<file path="config.mk">
export PLATFORM = sky130hd
export DESIGN_NAME = exc_entry_unit
export DESIGN_NICKNAME = d
export VERILOG_FILES = /design/src/rtl/exc_pkg.sv /design/src/rtl/exc_msr_update.sv /design/src/rtl/exc_status_calc.sv /design/src/rtl/exc_entry_unit.sv
export SDC_FILE = /design/constraint.sdc
export NUM_CORES = 1
export LEC_CHECK = 0
export BUFFER_PORTS_ARGS = -buffer_cell sky130_fd_sc_hd__buf_2
export CAP_MARGIN = 20
export CORE_MARGIN = 4
export CORE_UTILIZATION = 44
export DETAILED_ROUTE_END_ITERATION = 6
export PLACE_DENSITY = 0.79
export SYNTH_ARGS = -nofsm -noshare
export SYNTH_HDL_FRONTEND = slang
export SYNTH_SLANG_ARGS = --single-unit
</file>
<file path="constraint.sdc">
create_clock -name clk -period 1.8 [get_ports clk]
set_input_delay 0.09 -clock clk [delete_from_list [all_inputs] [get_ports clk]]
set_output_delay 0.09 -clock clk [all_outputs]
set_load 0.03 [all_outputs]
</file>
<file path="src/rtl/exc_pkg.sv">
package exc_pkg;
  localparam int CAUSE_W = 5;
  localparam int ESR_DS_BIT = 12;
  localparam int MSR_EIP = 9;
  localparam int MSR_UM = 11;
  localparam int MSR_VM = 13;
  localparam int N_SAVED = 2;
  // live mode bits; each saved copy sits one position higher
  localparam int LIVE_POS [N_SAVED] = '{MSR_UM, MSR_VM};

  typedef enum logic [CAUSE_W-1:0] {
    CAUSE_STREAM      = 5'd0,
    CAUSE_UNALIGNED   = 5'd1,
    CAUSE_ILLEGAL     = 5'd2,
    CAUSE_IBUS        = 5'd3,
    CAUSE_DBUS        = 5'd4,
    CAUSE_DIVZERO     = 5'd5,
    CAUSE_FLOAT       = 5'd6,
    CAUSE_PRIV        = 5'd7,
    CAUSE_DSTORAGE    = 5'd8,
    CAUSE_ISTORAGE    = 5'd9,
    CAUSE_DTLB        = 5'd10,
    CAUSE_ITLB        = 5'd11
  } exc_cause_e;
endpackage

</file>
<file path="src/rtl/exc_msr_update.sv">
module exc_msr_update #(
  parameter int XLEN = 32
) (
  input  logic [XLEN-1:0] msr_i,
  output logic [XLEN-1:0] msr_o
);
  import exc_pkg::*;

  always_comb begin
    msr_o = msr_i;
    for (int k = 0; k < N_SAVED; k++) begin
      msr_o[LIVE_POS[k] + 1] = msr_i[LIVE_POS[k]];  // save copy
      msr_o[LIVE_POS[k]]     = 1'b0;                // clear live bit
    end
    msr_o[MSR_EIP] = 1'b1;
  end
endmodule

</file>
<file path="src/rtl/exc_status_calc.sv">
module exc_status_calc #(
  parameter int XLEN = 32
) (
  input  logic [exc_pkg::CAUSE_W-1:0] cause_i,
  input  logic                        dslot_i,
  output logic [XLEN-1:0]             esr_o
);
  import exc_pkg::*;

  localparam int PAD_W = XLEN - CAUSE_W;

  always_comb begin
    esr_o = {{PAD_W{1'b0}}, cause_i};
    esr_o[ESR_DS_BIT] = dslot_i;
  end
endmodule

</file>
<file path="src/rtl/exc_entry_unit.sv">
module exc_entry_unit #(
  parameter int          XLEN     = 32,
  parameter logic [31:0] VECTOR   = 32'h0000_0020,
  parameter int          LINK_OFS = 4
) (
  input  logic                        clk,
  input  logic                        rst,
  input  logic                        exc_en_i,
  input  logic                        raise_i,
  input  logic [exc_pkg::CAUSE_W-1:0] cause_i,
  input  logic [XLEN-1:0]             pc_i,
  input  logic [XLEN-1:0]             btarget_i,
  input  logic                        dslot_i,
  input  logic                        imm_i,
  input  logic [XLEN-1:0]             msr_i,
  output logic [XLEN-1:0]             pc_o,
  output logic [XLEN-1:0]             msr_o,
  output logic                        dslot_o,
  output logic                        imm_o,
  output logic [XLEN-1:0]             esr_o,
  output logic [XLEN-1:0]             btr_o,
  output logic [XLEN-1:0]             link_o,
  output logic                        link_we_o,
  output logic                        taken_o
);
  localparam logic [XLEN-1:0] VEC_W = XLEN'(VECTOR);
  localparam logic [XLEN-1:0] OFS_W = XLEN'(LINK_OFS);

  logic            take;
  logic [XLEN-1:0] msr_entry;
  logic [XLEN-1:0] esr_entry;

  assign take = raise_i & exc_en_i;  // gate on configuration

  exc_msr_update #(.XLEN(XLEN)) u_msr (
    .msr_i (msr_i),
    .msr_o (msr_entry)
  );

  exc_status_calc #(.XLEN(XLEN)) u_esr (
    .cause_i (cause_i),
    .dslot_i (dslot_i),
    .esr_o   (esr_entry)
  );

  always_ff @(posedge clk) begin
    if (rst) begin
      pc_o      <= '0;
      msr_o     <= '0;
      dslot_o   <= 1'b0;
      imm_o     <= 1'b0;
      esr_o     <= '0;
      btr_o     <= '0;
      link_o    <= '0;
      link_we_o <= 1'b0;
      taken_o   <= 1'b0;
    end else begin
      taken_o   <= take;
      link_we_o <= take;
      if (take) begin
        pc_o    <= VEC_W;
        msr_o   <= msr_entry;
        dslot_o <= 1'b0;
        imm_o   <= 1'b0;
        esr_o   <= esr_entry;
        link_o  <= pc_i + OFS_W;
        if (dslot_i) btr_o <= btarget_i;
      end else begin
        pc_o    <= pc_i;
        msr_o   <= msr_i;
        dslot_o <= dslot_i;
        imm_o   <= imm_i;
      end
    end
  end
endmodule

</file>
==> summary.txt, run 1 <==
status: finished clean
Slew headroom: 58.8%
initial core utilization: 45.2%
Max Clock Freq: 0.575 GHz
# IOs: 271
detailed-router iteration count before antenna repair: 5
dpl hpwl: 10200 um
Synth Warn #: 0
share of the synthesized area in the top cell type: 55.4%
final core occ: 72.0%
htree depth: 4
max layer used: met4
vias in the first global route: 5229
row count: 38
Post-CTS Setup Bufs: 0
pin count of the biggest net entering global routing: 73
wire length on met2: 8710 um
sequential cell area fraction in the yosys report: 55.4%
drt total wl: 16900 um
final hold vios: 0
Die Width: 114 um
Worst Path Class, Setup: in -> reg
proportion of layout cells with a drive suffix above 1: 32.8%
final slew viol count: 0
initial antenna violation count: 1
Cells after DPL: 903
Lkg Pwr: 3.78 nW
Routed Antenna Nets: 0
initial DRC count: 380
Syn Area/Cell: 9.25 um^2
die height: 114 um
CTS max path bufs: 2
CTS buffer count: 17
cell area after placement: 6250 um^2
VDD IR-drop max: 799 uV
global route overflow: 0
P per Cell Area: 998 nW/um^2
startpoint types: input port
top_reg_cell synth: dfxtp_1
required time of the critical path: 2.10 ns
final-report setup violation count: 0
Hold Crit Class: in -> reg
root buf cell: clkbuf_16
Synth cell types: 37
PortBufs: 244
FFs w/ async S/R, synth: 0%
post-synthesis register bit count: 137
EDFF count, synth: 0
Via Count: 5158
Setup Slack @ Placement: 0.0896 ns
hold_ws: 0.0196 ns
Syn Std Cell Area: 4950 um^2
Area Growth Syn to Fin: 59.2%
Final Skew: 0 ns
Clk pin slew, worst setup/hold paths: 0.06 ns
WL met3: 1550 um
total power: 7.86 mW
CTS tree: done
All-Layer GR Usage: 25.8%
RSZ-0062 raised after global routing: false
TNS Setup: 0 ns
drt drc: 0
fin crit period: 1.74 ns
Area contributors post-synth: dfxtp_1, nand2_1, and2_1
fin crit share: 96.6%
post-route cell area: 7870 um^2
Synth Instances: 535
final worst slack: 0.0614 ns
Avg WL per Cell: 16.3 um
routability congestion estimate: 0.885
met1 WL: 5990 um
DIE AREA: 13000 um^2
final cell count without fillers: 1036
core area: 10900 um^2
Final #Nets: 992
max-cap violations: 0
crit path capture type: register
Clock Latency Late Sink: 0.42 ns
cell accounting for the most synthesized area: dfxtp_1
clk sinks: 137
first-pass GRT wire length: 26200 um
crit-path max FO: 5
Worst-Margin Slew: 0.618 ns
fillers: 761
vias per cell: 4.98
worst path arrival time: 2.04 ns
==> worst max-delay path, cell delays in order <==
cell	delay, ns
dlygate4sd3_1	0.52
buf_2	0.16
ha_4	0.15
nand2_2	0.08
or4_4	0.54
o211a_1	0.23
a211o_1	0.26
==> cell usage after synthesis (all sizes together) (8+ instances only) <==
| cell | count |
|---|---|
| dfxtp | 137 |
| xnor2 | 9 |
| and2 | 36 |
| nor4 | 9 |
| a21oi | 38 |
| nand3 | 11 |
| buf | 30 |
| o21ai | 18 |
| nand4 | 8 |
| nand2 | 102 |
| clkbuf | 26 |
| nor2 | 18 |
| a221o | 8 |
| a22o | 10 |
| and3 | 11 |
| nor2b | 27 |
==> power breakdown <==
group | internal [mW] | total (mW) | switching, mW
Sequential | 3.18 | 3.24 | 0.0570
Clock | 2.19 | 3.45 | 1.26
Combinational | 0.445 | 1.17 | 0.727
==> kinds of logic (layout without fill, tap and decap cells) <==
group,Yosys count,after routing,share of synthesized area [%]
AND/OR/NAND/NOR,233,233,23.7
flip-flops,137,137,55.4
AO/OA/AOI/OAI,88,88,11.2
buffers and inverters,61,396,6.85
XOR/XNOR,14,14,2.48
adder cells (fa/ha/maj),1,1,0.253
other,1,27,0.0758
==> metal layers <==
layer	GRT usage, %	up-vias
met2	45.1	282
met3	10.1	62
met1	26.6	2371
li1	-	2443
met4	13.4	0
met5	0	-
==> area by class of cell <==
class	instances	area (um^2)	share of cell area, %
antenna	1	2.50	0.0318
clock buffer	21	450	5.72
clock inverter	9	125	1.59
inverter	5	18.8	0.238
multi-input combinational	362	1990	25.3
sequential	137	2740	34.8
tap	140	175	2.22
timing repair buffer	361	2370	30.1
==> what timing repair did <==
item	CTS	global route
resized for setup	0	4
endpoints found under the hold margin	105	0
endpoints found under the setup margin	0	2
hold buffers	102	0
==> registers in the layout, summed over array words and instances (netlist names) <==
register	cells
btr_o	32
imm_o	1
taken_o	1
dslot_o	1
pc_o	32
esr_o	6
link_o	32
msr_o	32
==> cell usage in the layout, fill, tap and decap left out, types with 5 or more instances in the layout <==
cell type / instances
and3_1: 11
buf_4: 14
o21ai_0: 18
nor2_1: 18
dlygate4sd3_1: 102
and2_1: 36
nand4_1: 6
a21oi_1: 37
nor4_1: 8
a221o_1: 8
clkbuf_16: 17
dfxtp_1: 137
a31oi_1: 6
xor2_1: 5
nor2b_1: 27
buf_2: 244
nor3_1: 5
nand2_1: 101
a22o_1: 10
nand3_1: 11
xnor2_1: 9
conb_1: 26
==> worst paths after layout <==
kind / slack, ns / cells after the start / end / start
setup / recovery: 0.06 / 7 / link_o[20] / pc_i[3]
hold / removal: 0.02 / 2 / pc_o[16] / pc_i[16]
setup reg to reg: 1.05 / 1 / link_o[29] / link_o[29]
hold reg to reg: 0.45 / 2 / link_o[10] / link_o[10]
(Power assumes the default switching activity.)
==> run 2, diff against run 1 <==
==> constraint.sdc (replaced) <==
create_clock -name clk -period 1.88 [get_ports clk]
set_input_delay 0.094 -clock clk [delete_from_list [all_inputs] [get_ports clk]]
set_output_delay 0.094 -clock clk [all_outputs]
set_load 0.03 [all_outputs]
==> run 2 against run 1 <==
  * First-iteration DRC count fell by 25%
  * Flip-flop and latch count unchanged
  * Register-to-register slack improved by 0.04 ns
  * Critical path type unchanged
  * Highest routed layer unchanged
==> summary.txt, run 2 (synthesized netlist as in run 1, its figures left out) <==
status: finished clean
RR Startpoint: btr_o[2]
All-Layer GR Usage: 26.0%
Critical Path Sink: link_o[20]
# IOs: 271
Routed Antenna Nets: 0
CTS buffer count: 17
PortBufs: 244
die height: 114 um
CTS max path bufs: 2
total power: 7.44 mW
footprint of the multi-input gates: 1970 um^2
Final Skew: 0 ns
Worst Path Class, Setup: in -> reg
CTS tree: done
Hold Crit Class: in -> reg
dpl hpwl: 10300 um
Worst R2R Setup Slack: 1.09 ns
Slew headroom: 59.3%
initial core utilization: 45.2%
slowest CP cell: dlygate4sd3_1
worst path arrival time: 2.15 ns
first-pass GRT wire length: 26500 um
final hold vios: 0
row count: 38
Max stage delay on crit path: 0.57 ns
final core occ: 71.7%
TNS Setup: 0 ns
max-cap violations: 0
Final #Nets: 991
Via Count: 5129
final slew viol count: 0
crit path capture type: register
cells along the critical path: dlygate4sd3_1 -> buf_4 -> ha_1 -> nand2_2 -> or4_4 -> o211a_1 -> a211o_1
most frequent cells in the layout: buf_2, dfxtp_1, dlygate4sd3_1
Reg area: 2740 um^2
fillers: 762
Max Clock Freq: 0.542 GHz
htree depth: 4
commonest non-fill, non-tap cell in the layout: buf_2
Die Width: 114 um
root buf cell: clkbuf_16
crit-path max FO: 6
vias per cell: 4.95
Post-CTS Setup Bufs: 0
Worst setup startpoint: pc_i[2]
detailed-router iteration count before antenna repair: 4
startpoint types: input port
vias in the first global route: 5359
routability congestion estimate: 0.861
clk sinks: 137
Lkg Pwr: 3.77 nW
Clk pin slew, worst setup/hold paths: 0.06 ns
drt drc: 0
initial antenna violation count: 1
VDD IR-drop max: 714 uV
Area Growth Syn to Fin: 58.6%
worst-case reg-to-reg path depth: 2
Worst-Margin Slew: 0.610 ns
RSZ-0062 raised after global routing: false
pin count of the biggest net entering global routing: 73
fin crit share: 98.2%
Clock Latency Late Sink: 0.41 ns
fin crit period: 1.85 ns
drt total wl: 17200 um
proportion of layout cells with a drive suffix above 1: 32.8%
global route overflow: 0
core area: 10900 um^2
initial DRC count: 284
Avg WL per Cell: 16.6 um
DIE AREA: 13000 um^2
final-report setup violation count: 0
P per Cell Area: 948 nW/um^2
required time of the critical path: 2.19 ns
R2R Path End: btr_o[2]
==> run 2: changes by cell type in the layout (fill, tap and decap cells not counted), sizes merged <==
cell / previous run / this run
clkbuf: 21 / 19
clkinv: 5 / 7
clkinvlp: 2 / 4
buf: 259 / 258
bufinv: 3 / 2
==> run 2: layout make-up <==
cell class,count,share of cell area (%)
antenna,1,0.0319
clock buffer,19,5.65
clock inverter,12,1.63
inverter,5,0.239
multi-input combinational,362,25.2
sequential,137,35.0
tap,140,2.23
timing repair buffer,360,30.1
==> run 2: repair_timing <==
| item | 4_1_cts | 5_1_grt |
|---|---|---|
| setup endpoints to repair | 0 | 1 |
| hold buffers | 102 | 0 |
| endpoints found under the hold margin | 104 | 0 |
| resized for setup | 0 | 2 |
==> run 2: how the worst min path moves through the flow <==
stage / from / endpoint / cells after the start
after global routing: pc_i[17] / pc_o[17] / 2
after global placement: imm_i / imm_o / 2
after floorplan: pc_i[2] / link_o[2] / 1
final: pc_i[17] / pc_o[17] / 2
after CTS: pc_i[17] / pc_o[17] / 2
after detailed placement: cause_i[1] / esr_o[1] / 2
==> run 2: layer usage <==
layer  track usage (%)  up-vias  part of all wire (%)
li1                  -     2442                     -
met1              25.6     2366                    35
met2              48.3      268                    53
met3              8.81       53                   8.3
met4              12.7        0                   3.6
met5                 0        -                     0
==> run 2: critical path, delay by kind of cell <==
family                     cells  cell delay [ns]
adders and majority gates      1             0.19
buffers and inverters          2             0.73
and+or+nand+nor                2             0.65
AOI/OAI and AO/OA              2             0.48
==> run 2: per-stage QoR <==
step / hold WS [ns] / worst slack, ns / area, um^2 / cells
after floorplan: 0.209 / 0.333 / 5040 / 560
after global placement: 0.295 / 0.195 / 6250 / 902
after detailed placement: 0.310 / 0.153 / 6250 / 902
after CTS: 0.0103 / 0.0569 / 7840 / 1035
after global routing: 0.00607 / 0.0268 / 7850 / 1036
final: 0.0310 / 0.0342 / 7850 / 1036
==> run 2: report_power, final <==
part	leakage (nW)	internal, mW	switching, mW
clock	0.271	1.97	1.24
sequential	1.13	3.05	0.0566
combinational	2.37	0.423	0.695
==> run 3, diff against run 2 <==
--- a/config.mk
+++ b/config.mk
@@ -5,11 +5,13 @@
 export SDC_FILE = /design/constraint.sdc
 export NUM_CORES = 1
 export LEC_CHECK = 0
+export ABC_AREA = 1
 export BUFFER_PORTS_ARGS = -buffer_cell sky130_fd_sc_hd__buf_2
 export CAP_MARGIN = 20
 export CORE_MARGIN = 4
-export CORE_UTILIZATION = 44
+export CORE_UTILIZATION = 45
 export DETAILED_ROUTE_END_ITERATION = 6
+export GPL_ROUTABILITY_DRIVEN = 0
 export PLACE_DENSITY = 0.79
 export SYNTH_ARGS = -nofsm -noshare
 export SYNTH_HDL_FRONTEND = slang
==> run 3 against run 2 <==
  * Count of clock-buffer cells in the layout grew 5
  * Design area grew 4.1%
  * Critical endpoint is now link_o[28]
  * Flip-flop and latch count is the same
  * Critical path type unchanged
  * Via count grew 11%
  * Critical path depth grew 3
  * Sequential power is essentially flat
==> summary.txt, run 3 <==
PortBufs: 244
CP most frequent cell: nand3_1
Final #Nets: 1129
final-report setup violation count: 0
htree depth: 4
Worst Path Class, Setup: in -> reg
crit-path max FO: 4
Post-synth top cells: nand2_1, dfxtp_1, nor2_1
Synth cell types: 26
required time of the critical path: 2.18 ns
root buf cell: clkbuf_16
worst path arrival time: 1.72 ns
commonest non-fill, non-tap cell in the layout: buf_2
Routed Antenna Nets: 0
CTS tree: done
final hold vios: 0
vias in the first global route: 5715
Area Growth Syn to Fin: 54.0%
Slew headroom: 57.8%
Worst-Margin Slew: 0.633 ns
Final Skew: 0 ns
Die Width: 117 um
Clock Latency Late Sink: 0.41 ns
Syn Area/Cell: 7.84 um^2
die height: 117 um
drt total wl: 18200 um
final slew viol count: 0
top_reg_cell synth: dfxtp_1
post-synthesis register bit count: 137
sequential cell area fraction in the yosys report: 51.7%
most common cell in the netlist: nand2_1
cell area after placement: 6530 um^2
Buffers & Inverters on Critical Path: 3
status: finished clean
Via Count: 5683
Syn Std Cell Area: 5310 um^2
Synth Warn #: 0
Max stage delay on crit path: 0.52 ns
All-Layer GR Usage: 26.7%
most frequent cells in the layout: buf_2, nand2_1, dfxtp_1
cells along the critical path: dlygate4sd3_1 -> buf_2 -> ha_1 -> nand3_1 -> nor2_1 -> nand2_1 -> inv_2 -> nand3_1 -> nand3_1 -> nand2_1
# IOs: 271
VDD IR-drop max: 772 uV
dpl hpwl: 11300 um
initial antenna violation count: 0
Top Family by Delay on Critical Path: buffers and inverters
Clk pin slew, worst setup/hold paths: 0.06 ns
startpoint types: input port
vias per cell: 4.82
drt drc: 0
fin crit share: 75.5%
RSZ-0062 raised after global routing: false
row count: 39
FFs w/ async S/R, synth: 0%
cell accounting for the most synthesized area: dfxtp_1
detailed-router iteration count before antenna repair: 5
post-route cell area: 8170 um^2
Avg WL per Cell: 15.5 um
EDFF count, synth: 0
Area contributors post-synth: dfxtp_1, nand2_1, nand3_1
clk sinks: 137
CTS max path bufs: 2
Post-CTS Resized: 0
pin count of the biggest net entering global routing: 63
initial DRC count: 354
proportion of layout cells with a drive suffix above 1: 30.3%
TNS Setup: 0 ns
initial core utilization: 46.3%
Lkg Pwr: 4.30 nW
slowest CP cell: dlygate4sd3_1
Synth Instances: 677
first-pass GRT wire length: 28000 um
Hold Crit Class: in -> reg
fin crit period: 1.42 ns
CTS buffer count: 17
share of the synthesized area in the top cell type: 51.7%
global route overflow: 0
core area: 11500 um^2
Max Clock Freq: 0.704 GHz
max-cap violations: 0
crit path capture type: register
DIE AREA: 13600 um^2
P per Cell Area: 945 nW/um^2
[run 3: worst paths after layout]
path	startpoint	endpoint	slack [ns]	depth (start not counted)
worst max-delay path	pc_i[3]	link_o[28]	0.46	10
worst min-delay path	pc_i[24]	pc_o[24]	0.02	3
worst max register to register	btr_o[27]	btr_o[27]	1.09	2
worst min register to register	link_o[10]	link_o[10]	0.45	2
[run 3: cell families (layout without fill, tap and decap cells)]
kind of cell	count (synthesis)	in the layout	synth area share [%]
fa+ha+maj	1	1	0.236
buf+inv	130	462	11.9
simple gates	342	342	29.0
other cells	1	27	0.0707
compound gates	62	62	6.46
xor+xnor	4	4	0.660
flops	137	137	51.7
[run 3: power by group]
part,internal [mW],switching [mW]
clock network,2.25,1.19
logic,0.416,0.758
registers,3.05,0.0539
total,5.71,2.00
[run 3: through the flow]
step / power, mW / util [%] / std cells / hold WS, ns / setup WS (ns)
floorplan: 3.82 / - / 702 / 0.201 / 0.896
global placement: 4.12 / 56.9 / 1043 / 0.292 / 0.678
detailed placement: 4.13 / 56.9 / 1043 / 0.299 / 0.631
CTS: 7.72 / 71.2 / 1177 / 0.0152 / 0.505
global route: 7.99 / 71.2 / 1177 / 0.0237 / 0.331
finish: 7.72 / 71.2 / 1178 / 0.0172 / 0.460
[run 3: layer usage]
layer,vias to the layer above,global-route usage (%),wire length [um]
met4,0,12.3,612
li1,2728,-,-
met1,2564,27.5,6390
met3,56,8.76,1750
met5,-,0,0
met2,335,48.7,9480
[run 3: cell type report]
type                            instances  area [um^2]
Antenna cell                            1         2.50
Clock buffer                           24          502
Clock inverter                          8          115
Fill cell                             810         3300
Inverter                               76          288
Multi-Input combinational cell        435         2030
Sequential cell                       137         2740
Tap cell                              143          179
Timing Repair Buffer                  354         2310
[run 3: worst reg2reg max path: cells and delay by family, from the launching register on]
kind            cells  cell delay, ns
compound gates      1            0.23
simple gates        1            0.08
flops               1            0.39
[run 3: what timing repair did]
item	CTS	global route
hold endpoints to repair	102	0
setup buffers	0	0
hold buffers	102	0
